$ cat src/rtl/dtlb_shadow.sv
module dtlb_shadow #(
  parameter int ENTRIES = 8,
  parameter int ADDR_W  = 32,
  parameter int OFF_W   = 12
) (
  input  logic                    clk,
  input  logic                    rst_n,
  input  logic                    reloc_en,
  input  logic                    acc_valid,
  input  logic [ADDR_W-1:0]       acc_vaddr,
  output logic                    acc_done,
  output logic                    acc_busy,
  output logic [ADDR_W-1:0]       acc_paddr,
  input  logic                    inv_all,
  output logic                    l2_req,
  output logic [ADDR_W-OFF_W-1:0] l2_vpn,
  input  logic                    l2_resp_valid,
  input  logic [ADDR_W-OFF_W-1:0] l2_resp_ppn,
  input  logic                    ins_req,
  output logic                    ins_grant
);
  localparam int PN_W  = ADDR_W - OFF_W;
  localparam int PTR_W = (ENTRIES > 1) ? $clog2(ENTRIES) : 1;

  typedef enum logic [1:0] {S_IDLE, S_WAIT, S_FILL} st_t;
  st_t st;

  logic [ENTRIES-1:0] vld;
  logic [PN_W-1:0]    tag_q [ENTRIES];
  logic [PN_W-1:0]    ppn_q [ENTRIES];
  logic [PTR_W-1:0]   rr_ptr;
  logic [PN_W-1:0]    pend_vpn, fill_ppn;
  logic [ENTRIES-1:0] hit_vec;
  logic [PN_W-1:0]    hit_ppn;

  wire [PN_W-1:0] vpn    = acc_vaddr[ADDR_W-1:OFF_W];
  wire            lookup = acc_valid & reloc_en & (st == S_IDLE);
  wire            any_hit = |hit_vec;
  wire            miss   = lookup & ~any_hit;

  for (genvar i = 0; i < ENTRIES; i++) begin : g_cmp
    assign hit_vec[i] = vld[i] & (tag_q[i] == vpn);
  end

  always_comb begin
    hit_ppn = '0;
    for (int i = 0; i < ENTRIES; i++)
      if (hit_vec[i]) hit_ppn = hit_ppn | ppn_q[i];
  end

  assign acc_done  = acc_valid & (~reloc_en | (lookup & any_hit));
  assign acc_busy  = acc_valid & reloc_en & ~acc_done;
  assign acc_paddr = reloc_en ? {hit_ppn, acc_vaddr[OFF_W-1:0]} : acc_vaddr;
  assign l2_req    = (st == S_WAIT);
  assign l2_vpn    = pend_vpn;
  assign ins_grant = ins_req & ~l2_req;

  always_ff @(posedge clk) begin
    if (!rst_n) begin
      st       <= S_IDLE;
      vld      <= '0;
      rr_ptr   <= '0;
      pend_vpn <= '0;
      fill_ppn <= '0;
    end else begin
      case (st)
        S_IDLE: if (miss) begin
          pend_vpn <= vpn;
          st       <= S_WAIT;
        end
        S_WAIT: if (l2_resp_valid) begin
          fill_ppn <= l2_resp_ppn;
          st       <= S_FILL;
        end
        default: st <= S_IDLE;
      endcase
      if (inv_all) begin
        vld    <= '0;
        rr_ptr <= '0;
      end else if (st == S_FILL) begin
        vld[rr_ptr] <= 1'b1;
        rr_ptr      <= (rr_ptr == PTR_W'(ENTRIES - 1)) ? '0 : rr_ptr + 1'b1;
      end
    end
  end

  always_ff @(posedge clk) begin
    if (st == S_FILL && !inv_all) begin
      tag_q[rr_ptr] <= pend_vpn;
      ppn_q[rr_ptr] <= fill_ppn;
    end
  end

  a_r6_busy_done_excl: assert property (@(posedge clk) disable iff (!rst_n)
    !(acc_busy && acc_done));
  a_r3_single_hit: assert property (@(posedge clk) disable iff (!rst_n)
    $onehot0(hit_vec));
  a_r4_req_hold: assert property (@(posedge clk) disable iff (!rst_n)
    l2_req && !l2_resp_valid |=> l2_req && $stable(l2_vpn));
  a_r4_req_origin: assert property (@(posedge clk) disable iff (!rst_n)
    $rose(l2_req) |-> $past(acc_busy));
  a_r9_inv_clear: assert property (@(posedge clk) disable iff (!rst_n)
    inv_all |=> (vld == '0) && (rr_ptr == '0));
  a_r2_passthru: assert property (@(posedge clk) disable iff (!rst_n)
    acc_valid && !reloc_en |-> acc_done && (acc_paddr == acc_vaddr));
  a_r8_ptr_hold: assert property (@(posedge clk) disable iff (!rst_n)
    (st != S_FILL) && !inv_all |=> $stable(rr_ptr));
endmodule

$ cat config.mk
export PLATFORM = sky130hd
export DESIGN_NAME = dtlb_shadow
export DESIGN_NICKNAME = d
export VERILOG_FILES = /design/src/rtl/dtlb_shadow.sv
export SDC_FILE = /design/constraint.sdc
export NUM_CORES = 1
export LEC_CHECK = 0
export BUFFER_PORTS_ARGS = -buffer_cell sky130_fd_sc_hd__buf_2
export CORE_UTILIZATION = 45
export CTS_CLUSTER_SIZE = 40
export DETAILED_ROUTE_END_ITERATION = 8
export GPL_TIMING_DRIVEN = 0
export PLACE_DENSITY = 0.65
export SLEW_MARGIN = 20
export SYNTH_ARGS = -nofsm -noshare
export SYNTH_HDL_FRONTEND = slang
export SYNTH_SLANG_ARGS = --single-unit
$ cat constraint.sdc
create_clock -name clk -period 4.32 [get_ports clk]
set_input_delay 0.216 -clock clk [delete_from_list [all_inputs] [get_ports clk]]
set_output_delay 0.216 -clock clk [all_outputs]
set_load 0.02 [all_outputs]
# == After elaboration in Yosys (flattened, before gate mapping) ==
# Memories as Yosys holds them, arrays and structs flattened.
# Cells that the tools add are included.
# op_classes
order_cmp,2
addsub,1
muxes,17
bitwise,29
n_reduce_logical,9
eq_ne,13
# op_table
cell,count
20-bit equality test,8
20-bit two-way mux,8
20-bit bitwise OR,7
32-bit two-way mux,1
1-bit AND,15
8-bit bitwise OR,1
8-bit OR reduction,1
2-bit AND reduction,3
1-bit inverter,5
3-bit by 4-bit less-than comparator with 1-bit output (second input constant),1
2-bit two-way mux,2
2-bit case mux with 2 select lines,1
3-bit by 1-bit adder with 3-bit output (second input constant),1
1-bit demux with 3-bit select,1
3-bit equality test (second input constant),1
3-bit by 1-bit greater-or-equal comparator with 1-bit output (second input constant),1
1-bit two-way mux,3
3-bit two-way mux,1
2-bit by 1-bit equality test with 1-bit output (second input constant),1
2-bit equality test (second input constant),1
1-bit logical AND,2
2-bit zero test,1
2-bit by 1-bit != test with 1-bit output (second input constant),1
2-bit != test (second input constant),1
other kinds (3),3
# word_totals
inputBits,59
ff_bits,53
word_cells,78
memories,2
ramBits,320
output_inout_bits,56
# memory_table
memory,words,width,read_ports,rd_ports_with_merged_regs,wr,line,text
ppn_q,8,20,8,0,1,30,logic [PN_W-1:0] ppn_q [ENTRIES];
tag_q,8,20,8,0,1,29,logic [PN_W-1:0] tag_q [ENTRIES];

# == Depth between registers and ports, before layout ==
# Gate-level depths: netlist of run 1.
# logic_depth
word_depth,18
depth_mapped,9
depth_no_buf,7

# == Worst setup path after synthesis of run 1 ==
# Ideal clock, no wire load.
# synth_path
kind,flip-flop to flip-flop
start,register st[0]
end,"memory ppn_q[0][0] (netlist name), enable pin"
path_slack_ns,0.144
required_ns,3.833
path_stages_with_launch,5
path_buffers,1
t_arrival_ns,3.689
setup_time_ns,0.487
period_less_slack_ns,4.176
path_cell_list,dfxtp_1 > nand2b_1 > clkbuf_1 > or3_1 > nor3_1
# synth_between
elab_chain_len,4
# synth_lines
item,line,text
from (decl),26,st_t st;
from (signal assigned),60,st <= S_IDLE;
from (signal assigned),69,st <= S_WAIT;
from (signal assigned),73,st <= S_FILL;
2-bit equality test,88,if (st == S_FILL && !inv_all) begin
1-bit logical AND,88,
1-bit two-way mux,88,
1-bit two-way mux (implied by the code),90,ppn_q[rr_ptr] <= fill_ppn;
to (decl),30,
# Every way passes these cells.

==> reports/results.txt, run 1 <==
hold path endpoint = l2_vpn[0]
cell area after layout = 17430 um2
Synth Instances = 971
clk buf depth = 3
Total Wirelength = 38580 um
worst-margin pin slew = 0.8668 ns
yosys warns = 0
Register Area = 10670 um2
P_leak = 5.970 nW
dominant cells by area after synthesis = edfxtp_1 65%, dfxtp_1 7.2%, xor2_1 6.5%
Area growth, synth to finish = 18.13%
Tmin final = 4.090 ns
Mapped Area = 14750 um2
relative slew slack = 41.68%
DR DRC count = 0
Placer Congestion = 0.7891
Fill cells = 2632
Synth top area share = 65.13%
layout cells sized above 1 = 18.15%
Cell Rows = 65
area post-placement = 16070 um2
synth cell count leaders = 320 x edfxtp_1, 109 x xor2_1, 92 x nand2_1
Fmax = 244.5 MHz
Post-DRT Antenna Nets = 0
dpl hpwl = 25300 um
Worst setup EP type = output pin
initial antenna violation count = 0
EDFF count, synth = 320
Worst Skew = 0.009923 ns
worst skew pair latency = 0.52 ns
CP Launch Type = register
max cap viols = 0
GRT met1 Usage = 30.86%
initial core utilization = 46.28%
CTS resizes = 0
Total Nets Final = 1200
total gr overflow = 0
Multi-input gate area = 3709 um2
WP data arrival = 3.87 ns
reg2reg start = tag_q[1][17]
Yosys top cell by area = edfxtp_1
Syn Area/Cell = 15.19 um2
HP Start = acc_vaddr[12]
Max VDD drop = 293.3 uV
Async S/R FF share, synth = 0%
WS Path Type = register to output pin
Worst-path clk slew = 0.06 ns
Place WS = 0.6763 ns
final worst slack = 0.2300 ns
worst endpoint required time = 4.10 ns
Synth Flop Type = edfxtp_1
final setup fails = 0
number of synthesized register bits = 373
vias in the first global route = 8714
vias = 8825
IO Pins = 115
r2r worst-path depth = 8
Crit Path Max Fanout = 10
Reg2Reg Setup Slack = 1.53 ns
pwr dens = 424.1 nW/um2
die area = 33510 um2
Num CTS Buffers = 38
Die Span Y = 183.1 um
Final Power = 7.391 mW
RSZ-0062 raised after global routing = false
met2 Use GR = 39.38%
CTS H-tree lvls = 2
Slew Viols, Final = 0
status = completed
Layout Cells excl Fill = 1603
routed len/inst = 24.06 um
first-pass GRT wire length = 55810 um
Port-buffer cells = 81
TritonCTS clock tree = built
Die Wd = 183.1 um
Net Count, Synth = 1032
root buffer cell = clkbuf_16
DR iter-0 viols = 752
worst min path class = input port to register
Via-to-Cell Ratio = 5.505
drt pass-1 iters = 5
worst hold margin = 0.06058 ns
most common cell in the netlist = edfxtp_1
post-synth cell types = 36
worst reg2reg endpoint = st[0]
Final Hold Fails = 0
DP Cell Count = 1513
GR Util met3 = 3.594%
diodes inserted = 0
Core Area = 31880 um2
CTS Sinks = 373
Seq/Total Area, Yosys = 72.32%
final cycle utilization of the critical path = 94.68%
largest net degree at the start of global routing = 22
gr usage total = 23.34%
GR peak layer = met2
Hold Path Cell Cnt = 3
[cells in the final DEF (no fill, tap or decap), drive strengths merged, types with 17 or more instances in the layout]
cell	instances
dlygate4sd3	21
edfxtp	320
xor2	109
nand4	17
clkbuf	82
nor3	18
nand2	92
a22o	40
a221oi	40
buf	155
nor2	45
mux2i	20
dfxtp	53
a21boi	21
nor4	24
xnor2	50
a31oi	22
[worst max-delay path: stages (launching register included)]
cell and delay, ns:
edfxtp_1 0.38, xor2_1 0.15, nor4_1 0.46, nand4_1 0.38, nor3_1 0.57, buf_2 0.39, buf_2 0.34, a221oi_1 0.13
a31oi_1 0.31, buf_2 0.23
[sequential cells by signal (all words and copies together) (netlist names)]
register / count
fill_ppn: 20
st: 2
rr_ptr: 3
vld: 8
tag_q: 160
l2_vpn: 20
ppn_q: 160
[logic make-up (layout without fill, tap and decap cells)]
group                    count (synthesis)  after routing  synth area share, %
AO/OA/AOI/OAI                          132            132                7.191
XOR/XNOR                               159            159                9.439
adder cells (fa/ha/maj)                  2              2               0.1696
buffers and inverters                   72            269                2.883
flip-flops                             373            373                72.32
multiplexers                            20             20                1.357
AND/OR/NAND/NOR                        213            213                6.640
[per-layer routing]
layer | wire, um | share of wire, %
met1 | 16250 | 42
met4 | 1072 | 2.8
met2 | 18890 | 49
met5 | 0 | 0
met3 | 2371 | 6.1
[worst max-delay path by stage]
stage,start,end,slack [ns],cells after the start
detailed placement,acc_vaddr[30],acc_paddr[20],0.68,10
global route,tag_q[3][2],acc_paddr[20],0.10,9
floorplan,st[0],ppn_q[0][0],0.14,4
global placement,st[0],ppn_q[0][0],-2.16,4
finish,tag_q[3][2],acc_paddr[20],0.23,9
CTS,tag_q[3][2],acc_paddr[20],0.21,9
[cell type report]
class	instances	share of cell area (%)
well taps	435	3.123
flip-flops and latches	373	61.22
plain buffers	71	2.419
clock buffers	59	6.202
multi-input cells	526	21.28
repair buffers	128	5.319
clock inverters	10	0.4164
inverters	1	0.02154
[report_power, final]
part | internal (mW) | leakage [nW] | switching (mW)
registers | 3.91 | 3.35 | 0.0551
clock network | 1.78 | 0.560 | 1.31
logic | 0.130 | 2.06 | 0.209
total | 5.82 | 5.97 | 1.57
[repair_timing]
item                      in CTS  in global routing
hold endpoints to repair      21                  0
hold buffers                  21                  0
buffers inserted               0                  0
[stage by stage]
stage | setup TNS, ns | utilization [%]
3_5_place_dp | 0 | 50.39
5_1_grt | 0 | 54.67
3_3_place_gp | -353.97 | 49.26
2_1_floorplan | 0 | -
6_report | 0 | 54.67
4_1_cts | 0 | 54.67
(Power assumes the default switching activity.)
==> inputs of run 2 (changes only) <==
- ABC_AREA: default -> 1
- PLACE_DENSITY: 0.65 -> 0.64
==> run 2 against run 1 <==
Cell area rose by 21%. Die area rose by 23%. Setup slack improved by 0.70 ns. Clock power rose by 8.1%. Synthesized cell count rose by 100%. Hold slack improved by 0.065 ns. Wire length rose by 58%. Critical path depth rose by 3. Cell count rose by 68%. Critical path type unchanged.
==> reports/results.txt, run 2 <==
status = completed
Multi-input gate area = 5888 um2 (+59%)
most common cell in the netlist = nand2_1
yosys warns = 0 (unchanged)
Crit Path Max Fanout = 9 (-1)
Layout Cells excl Fill = 2698 (+68%)
DR iter-0 viols = 1638 (+120%)
EDFF count, synth = 320 (unchanged)
Synth Flop Type = edfxtp_1
root buffer cell = clkbuf_16
Placer Congestion = 0.9587 (+21%)
Die Span Y = 202.7 um (+11%)
total negative setup slack = 0 ns (unchanged)
diodes inserted = 0 (unchanged)
Setup crit start = tag_q[6][14]
DP Cell Count = 2600 (+72%)
WP data arrival = 3.17 ns (-0.70 ns)
dpl hpwl = 44080 um (+74%)
Slew Viols, Final = 0 (unchanged)
Worst Skew = 0.01814 ns (+0.008215 ns)
initial antenna violation count = 1 (+1)
Synth top area share = 52.99% (-12 points)
Die Wd = 202.7 um (+11%)
CTS Sinks = 373 (unchanged)
Port-buffer cells = 86 (+6.2%)
Max VDD drop = 362.5 uV (+24%)
worst-margin pin slew = 0.9701 ns (+0.1033 ns)
final worst slack = 0.9310 ns (+0.7010 ns)
reg2reg start = st[1]
vias in the first global route = 13544 (+55%)
Via-to-Cell Ratio = 5.398 (-1.9%)
P_leak = 8.953 nW (+50%)
drt pass-1 iters = 5 (unchanged)
top flop regs = ppn_q: 160 flops, tag_q: 160 flops
clk buf depth = 3 (unchanged)
worst endpoint required time = 4.10 ns (about the same)
largest net degree at the start of global routing = 22 (unchanged)
Mapped Area = 18130 um2 (+23%)
CP Launch Type = register
Fmax = 295.1 MHz (+21%)
WS Path Type = register to output pin
most common cell after layout, fill and taps aside = nand2_1
Post CTS Setup Buffer Count = 0 (unchanged)
gr usage total = 29.93% (+6.6 points)
r2r worst-path depth = 7 (-1)
Tmin final = 3.389 ns (-0.7010 ns)
dominant cells by area after synthesis = edfxtp_1 53%, nand2_1 11%, dfxtp_1 5.9%
Syn Area/Cell = 9.181 um2 (-40%)
Fill cells = 3643 (+38%)
Area growth, synth to finish = 16.08%
synth cell count leaders = 526 x nand2_1, 320 x edfxtp_1, 261 x nor2_1
Total Nets Final = 2201 (+83%)
post-synth cell types = 42 (+17%)
number of synthesized register bits = 373 (unchanged)
CTS H-tree lvls = 2 (unchanged)
worst reg2reg endpoint = ppn_q[3][19]
Async S/R FF share, synth = 0% (unchanged)
CTS resizes = 0 (unchanged)
Post-DRT Antenna Nets = 0 (unchanged)
Place WS = 1.410 ns (+0.7338 ns)
RSZ-0062 raised after global routing = false
final cycle utilization of the critical path = 78.45% (-16 points)
max cap viols = 0 (unchanged)
Num CTS Buffers = 41 (+7.9%)
Cell Rows = 73 (+12%)
crit path capture = acc_paddr[28]
Yosys top cell by area = edfxtp_1
routed len/inst = 22.61 um (-6.0%)
Synth Instances = 1975 (+100%)
layout cells sized above 1 = 15.32% (-2.8 points)
pwr dens = 376.0 nW/um2 (-11%)
DR DRC count = 0 (unchanged)
Register Area = 10670 um2 (unchanged)
initial core utilization = 45.64% (-0.64 points)
TritonCTS clock tree = built
first-pass GRT wire length = 88200 um (+58%)
Net Count, Synth = 2036 (+97%)
Worst-path clk slew = 0.06 ns (about the same)
Reg2Reg Setup Slack = 1.62 ns (+0.09 ns)
Final Hold Fails = 0 (unchanged)
relative slew slack = 35.33% (-6.4 points)
worst min path class = input port to register
most frequent cells in the layout = 526 x nand2_1, 320 x edfxtp_1, 257 x inv_1, 254 x nor2_1, 132 x nand4_1
total gr overflow = 0 (unchanged)
Seq/Total Area, Yosys = 58.85% (-13 points)
Core Area = 39730 um2 (+25%)
die area = 41100 um2 (+23%)
IO Pins = 115 (unchanged)
Total Wirelength = 61000 um (+58%)
worst skew pair latency = 0.58 ns (+0.06 ns)
final setup fails = 0 (unchanged)
Worst setup EP type = output pin
vias = 14564 (+65%)
## run 2: changes by cell type after synthesis, sizes merged, moves of 74 or more
cell / before / now
inv: 1 / 292
nand2: 92 / 556
nand3: 4 / 78
nand4: 17 / 132
nor2: 45 / 288
o21ai: 1 / 76
xor2: 109 / 9
## run 2: layout make-up
type                    instances  share of cell area [%]
flip-flops and latches        373                   50.70
clock buffers                  61                   5.517
repair buffers                122                   4.310
inverters                     293                   5.344
clock inverters                15                  0.5112
plain buffers                  69                   2.526
multi-input cells            1240                   27.98
well taps                     525                   3.121
## run 2: report_power, final
group	switching, mW	leakage [nW]	internal (mW)
Combinational	0.388	4.96	0.181
Clock	1.47	0.617	1.87
Sequential	0.0782	3.38	3.92
## run 2: worst max-delay path: stages (launching register included)
cell and delay (ns):
edfxtp_1 0.40, nand2_1 0.21, o21ai_0 0.13, nor2_1 0.24, nand2_1 0.13, nor2_2 0.34
nand3_2 0.33, o21ai_0 0.29, nor2_1 0.06, nand3_1 0.15, nand2_1 0.09, inv_1 0.05
buf_2 0.15
## run 2: kinds of logic after synthesis
family / count (synthesis) / share of synthesized area, %
buffers and inverters: 362 / 9.136
xor gates and xnor gates: 37 / 1.787
DFF: 373 / 58.85
AOI/OAI and AO/OA: 125 / 3.630
and+or+nand+nor: 1076 / 26.46
adders and majority gates: 2 / 0.1380
## run 2: layer usage
layer	up-vias	part of all wire, %	wire [um]	track usage, %
met5	-	0	0	0
met4	0	3.6	2195	11.73
met3	125	9.0	5461	4.254
met2	706	46	28020	47.97
met1	6916	42	25320	41.08
li1	6817	-	-	-
## run 2: how the worst min path moves through the flow
stage	start	end	slack, ns	cells after the start
finish	acc_vaddr[28]	l2_vpn[16]	0.13	5
floorplan	l2_resp_ppn[0]	fill_ppn[0]	0.38	2
global route	rst_n	st[0]	0.18	3
CTS	acc_vaddr[28]	l2_vpn[16]	0.12	5
detailed placement	vld[2]	vld[2]	0.49	2
global placement	vld[3]	vld[3]	0.48	2
## run 2: what timing repair did
item                       4_1_cts  5_1_grt
setup endpoints to repair        0        0
hold endpoints to repair        21        0
hold buffers                    22        0
## run 2: stage by stage
step / instance area (um2) / power (mW) / utilization (%) / hold slack, ns
2_1_floorplan: 18140 / 4.378 / - / 0.3809
3_3_place_gp: 19230 / 4.613 / 48.39 / 0.4760
3_5_place_dp: 19550 / 4.622 / 49.21 / 0.4856
4_1_cts: 21040 / 7.931 / 52.96 / 0.1215
5_1_grt: 21050 / 8.105 / 52.97 / 0.1845
6_report: 21050 / 7.914 / 52.97 / 0.1260
==> inputs of run 3 (changes only) <==
- ABC_AREA: 1 -> 0
- PLACE_DENSITY: 0.64 -> 0.63
- clock period: 4.32 -> 3.16 ns (I/O delays scaled with it)
==> run 3 against run 2 <==
The run now ends with negative setup slack left. Largest power group unchanged. First-iteration DRC count is 55% lower. Cell area is 14% lower. Global-route usage is 5.9 points lower. Non-clock buffer count is 10 higher. Register-to-register slack worse by 1.1 ns. Critical path type unchanged. Largest cell class unchanged. Sequential power is 36% higher.
==> reports/results.txt, run 3 (synthesized netlist as in run 1, its figures left out) <==
drt pass-1 iters = 5 (unchanged)
worst hold margin = 0.009259 ns (-0.1167 ns)
worst endpoint required time = 3.00 ns (-1.10 ns)
Num CTS Buffers = 39 (-4.9%)
Placer Congestion = 0.8320 (-13%)
Max VDD drop = 365.6 uV (+0.86%)
Worst-path clk slew = 0.06 ns (about the same)
DR DRC count = 0 (unchanged)
clk buf depth = 3 (unchanged)
relative slew slack = 47.38% (+12 points)
Area growth, synth to finish = 23.03%
area post-placement = 16040 um2 (-18%)
Slew Viols, Final = 0 (unchanged)
layout cells sized above 1 = 22.76% (+7.4 points)
Setup crit start = tag_q[1][17]
cell area after layout = 18150 um2 (-14%)
worst-margin pin slew = 0.7874 ns (-0.1827 ns)
Cell Rows = 65 (-11%)
initial antenna violation count = 1 (unchanged)
Fmax = 307.9 MHz
pwr dens = 576.1 nW/um2 (+53%)
Via-to-Cell Ratio = 5.540 (+2.6%)
vias = 8914 (-39%)
total negative setup slack = -0.1539 ns (-0.1539 ns)
r2r worst-path depth = 10 (+3)
worst skew pair latency = 0.54 ns (-0.04 ns)
vias in the first global route = 8708 (-36%)
final setup fails = 7 (+7)
Final Hold Fails = 0 (unchanged)
most common cell after layout, fill and taps aside = edfxtp_1
RSZ-0062 raised after global routing = true
die area = 33510 um2 (-18%)
Die Wd = 183.1 um (-9.7%)
worst reg2reg endpoint = l2_vpn[0]
WS Path Type = register to output pin
Crit Path Max Fanout = 5 (-4)
DR iter-0 viols = 731 (-55%)
CP Launch Type = register
max cap viols = 0 (unchanged)
gr usage total = 24.05% (-5.9 points)
final worst slack = -0.08803 ns (-1.019 ns)
CTS H-tree lvls = 2 (unchanged)
Die Span Y = 183.1 um (-9.7%)
top flop regs = ppn_q: 160 flops, tag_q: 160 flops
first-pass GRT wire length = 57620 um (-35%)
dpl hpwl = 25070 um (-43%)
worst min path class = input port to register
Core Area = 31880 um2 (-20%)
Worst Skew = 0.02938 ns (+0.01124 ns)
Worst setup EP type = output pin
routed len/inst = 24.80 um (+9.7%)
Fill cells = 2616 (-28%)
CTS Sinks = 373 (unchanged)
Post-DRT Antenna Nets = 0 (unchanged)
Port-buffer cells = 81 (-5.8%)
IO Pins = 115 (unchanged)
most frequent cells in the layout = 320 x edfxtp_1, 108 x xor2_1, 92 x nand2_1, 64 x buf_4, 60 x buf_2
WP data arrival = 3.09 ns (-0.08 ns)
initial core utilization = 46.28% (+0.64 points)
final cycle utilization of the critical path = 102.8%
P_leak = 6.243 nW (-30%)
reg2reg start = tag_q[1][2]
Total Nets Final = 1203 (-45%)
Reg2Reg Setup Slack = 0.53 ns (-1.09 ns)
status = finished with violations
largest net degree at the start of global routing = 25 (+14%)
root buffer cell = clkbuf_16
crit path capture = acc_paddr[31]
TritonCTS clock tree = built
total gr overflow = 0 (unchanged)
Tmin final = 3.248 ns
Total Wirelength = 39900 um (-35%)
failing checks = negative setup slack
[run 3: cell count changes in the layout (fill, tap and decap cells not counted), moves of 25 or more]
cell / before / now
nand2_1: 526 / 92
inv_1: 257 / 1
nor2_1: 254 / 41
nand4_1: 132 / 17
xor2_1: 9 / 108
nand3_1: 69 / 4
o21ai_0: 65 / 0
buf_4: 20 / 64
a22o_1: 0 / 40
buf_2: 99 / 60
a21oi_1: 40 / 4
nand2_2: 26 / 0
inv_2: 25 / 0
[run 3: cell type report]
class | instances | area (um2) | area share (%)
Antenna cell | 1 | 2.502 | 0.01379
Clock buffer | 50 | 1049 | 5.776
Sequential cell | 373 | 10670 | 58.78
Clock inverter | 22 | 221.5 | 1.220
Timing Repair Buffer | 130 | 1086 | 5.983
Multi-Input combinational cell | 526 | 4070 | 22.42
Inverter | 1 | 3.754 | 0.02068
Buffer | 71 | 505.5 | 2.785
Tap cell | 435 | 544.3 | 2.998
[run 3: power by group]
part / switching (mW) / leakage (nW) / internal, mW
clock: 1.86 / 0.627 / 2.68
sequential: 0.0757 / 3.35 / 5.34
combinational: 0.301 / 2.26 / 0.193
[run 3: worst min-delay path by stage]
stage,from,endpoint,slack (ns),cells past startpoint
floorplan,l2_resp_ppn[0],fill_ppn[0],0.30,2
global placement,l2_resp_ppn[13],fill_ppn[13],0.41,3
detailed placement,l2_resp_ppn[1],fill_ppn[1],0.42,3
CTS,acc_vaddr[21],l2_vpn[9],0.00002,3
global route,acc_vaddr[26],l2_vpn[14],0.02,3
finish,acc_vaddr[27],l2_vpn[15],0.009,3
[run 3: repair_timing]
action	in CTS	in global routing
pin swaps	23	36
setup buffers	7	1
hold endpoints to repair	23	0
gates cloned	1	1
hold buffers	23	0
resized for setup	61	49
endpoints found under the setup margin	22	22
[run 3: layer usage]
layer / routed length, um / global-route usage, %
met5: 0 / 0
met1: 16650 / 32.47
met3: 2430 / 2.681
met4: 1011 / 6.767
met2: 19810 / 41.20
[run 3: metrics by stage]
step | cells | power [mW] | setup WS (ns) | utilization, %
floorplan | 971 | 5.768 | 0.06700 | -
global placement | 1487 | 5.964 | -1.457 | 49.32
detailed placement | 1503 | 5.973 | -0.2817 | 50.30
CTS | 1606 | 10.51 | -0.06335 | 56.10
global route | 1608 | 10.75 | -0.1195 | 56.93
finish | 1609 | 10.46 | -0.08803 | 56.94
[run 3: worst max-delay path: stages, from the launching register on]
cell,delay [ns]
edfxtp_1,0.41
xor2_2,0.17
nor4_4,0.37
nand4_1,0.26
a2111oi_4,0.28
buf_6,0.23
buf_12,0.14
a22o_1,0.16
a221oi_2,0.05
a31oi_2,0.30
buf_4,0.20
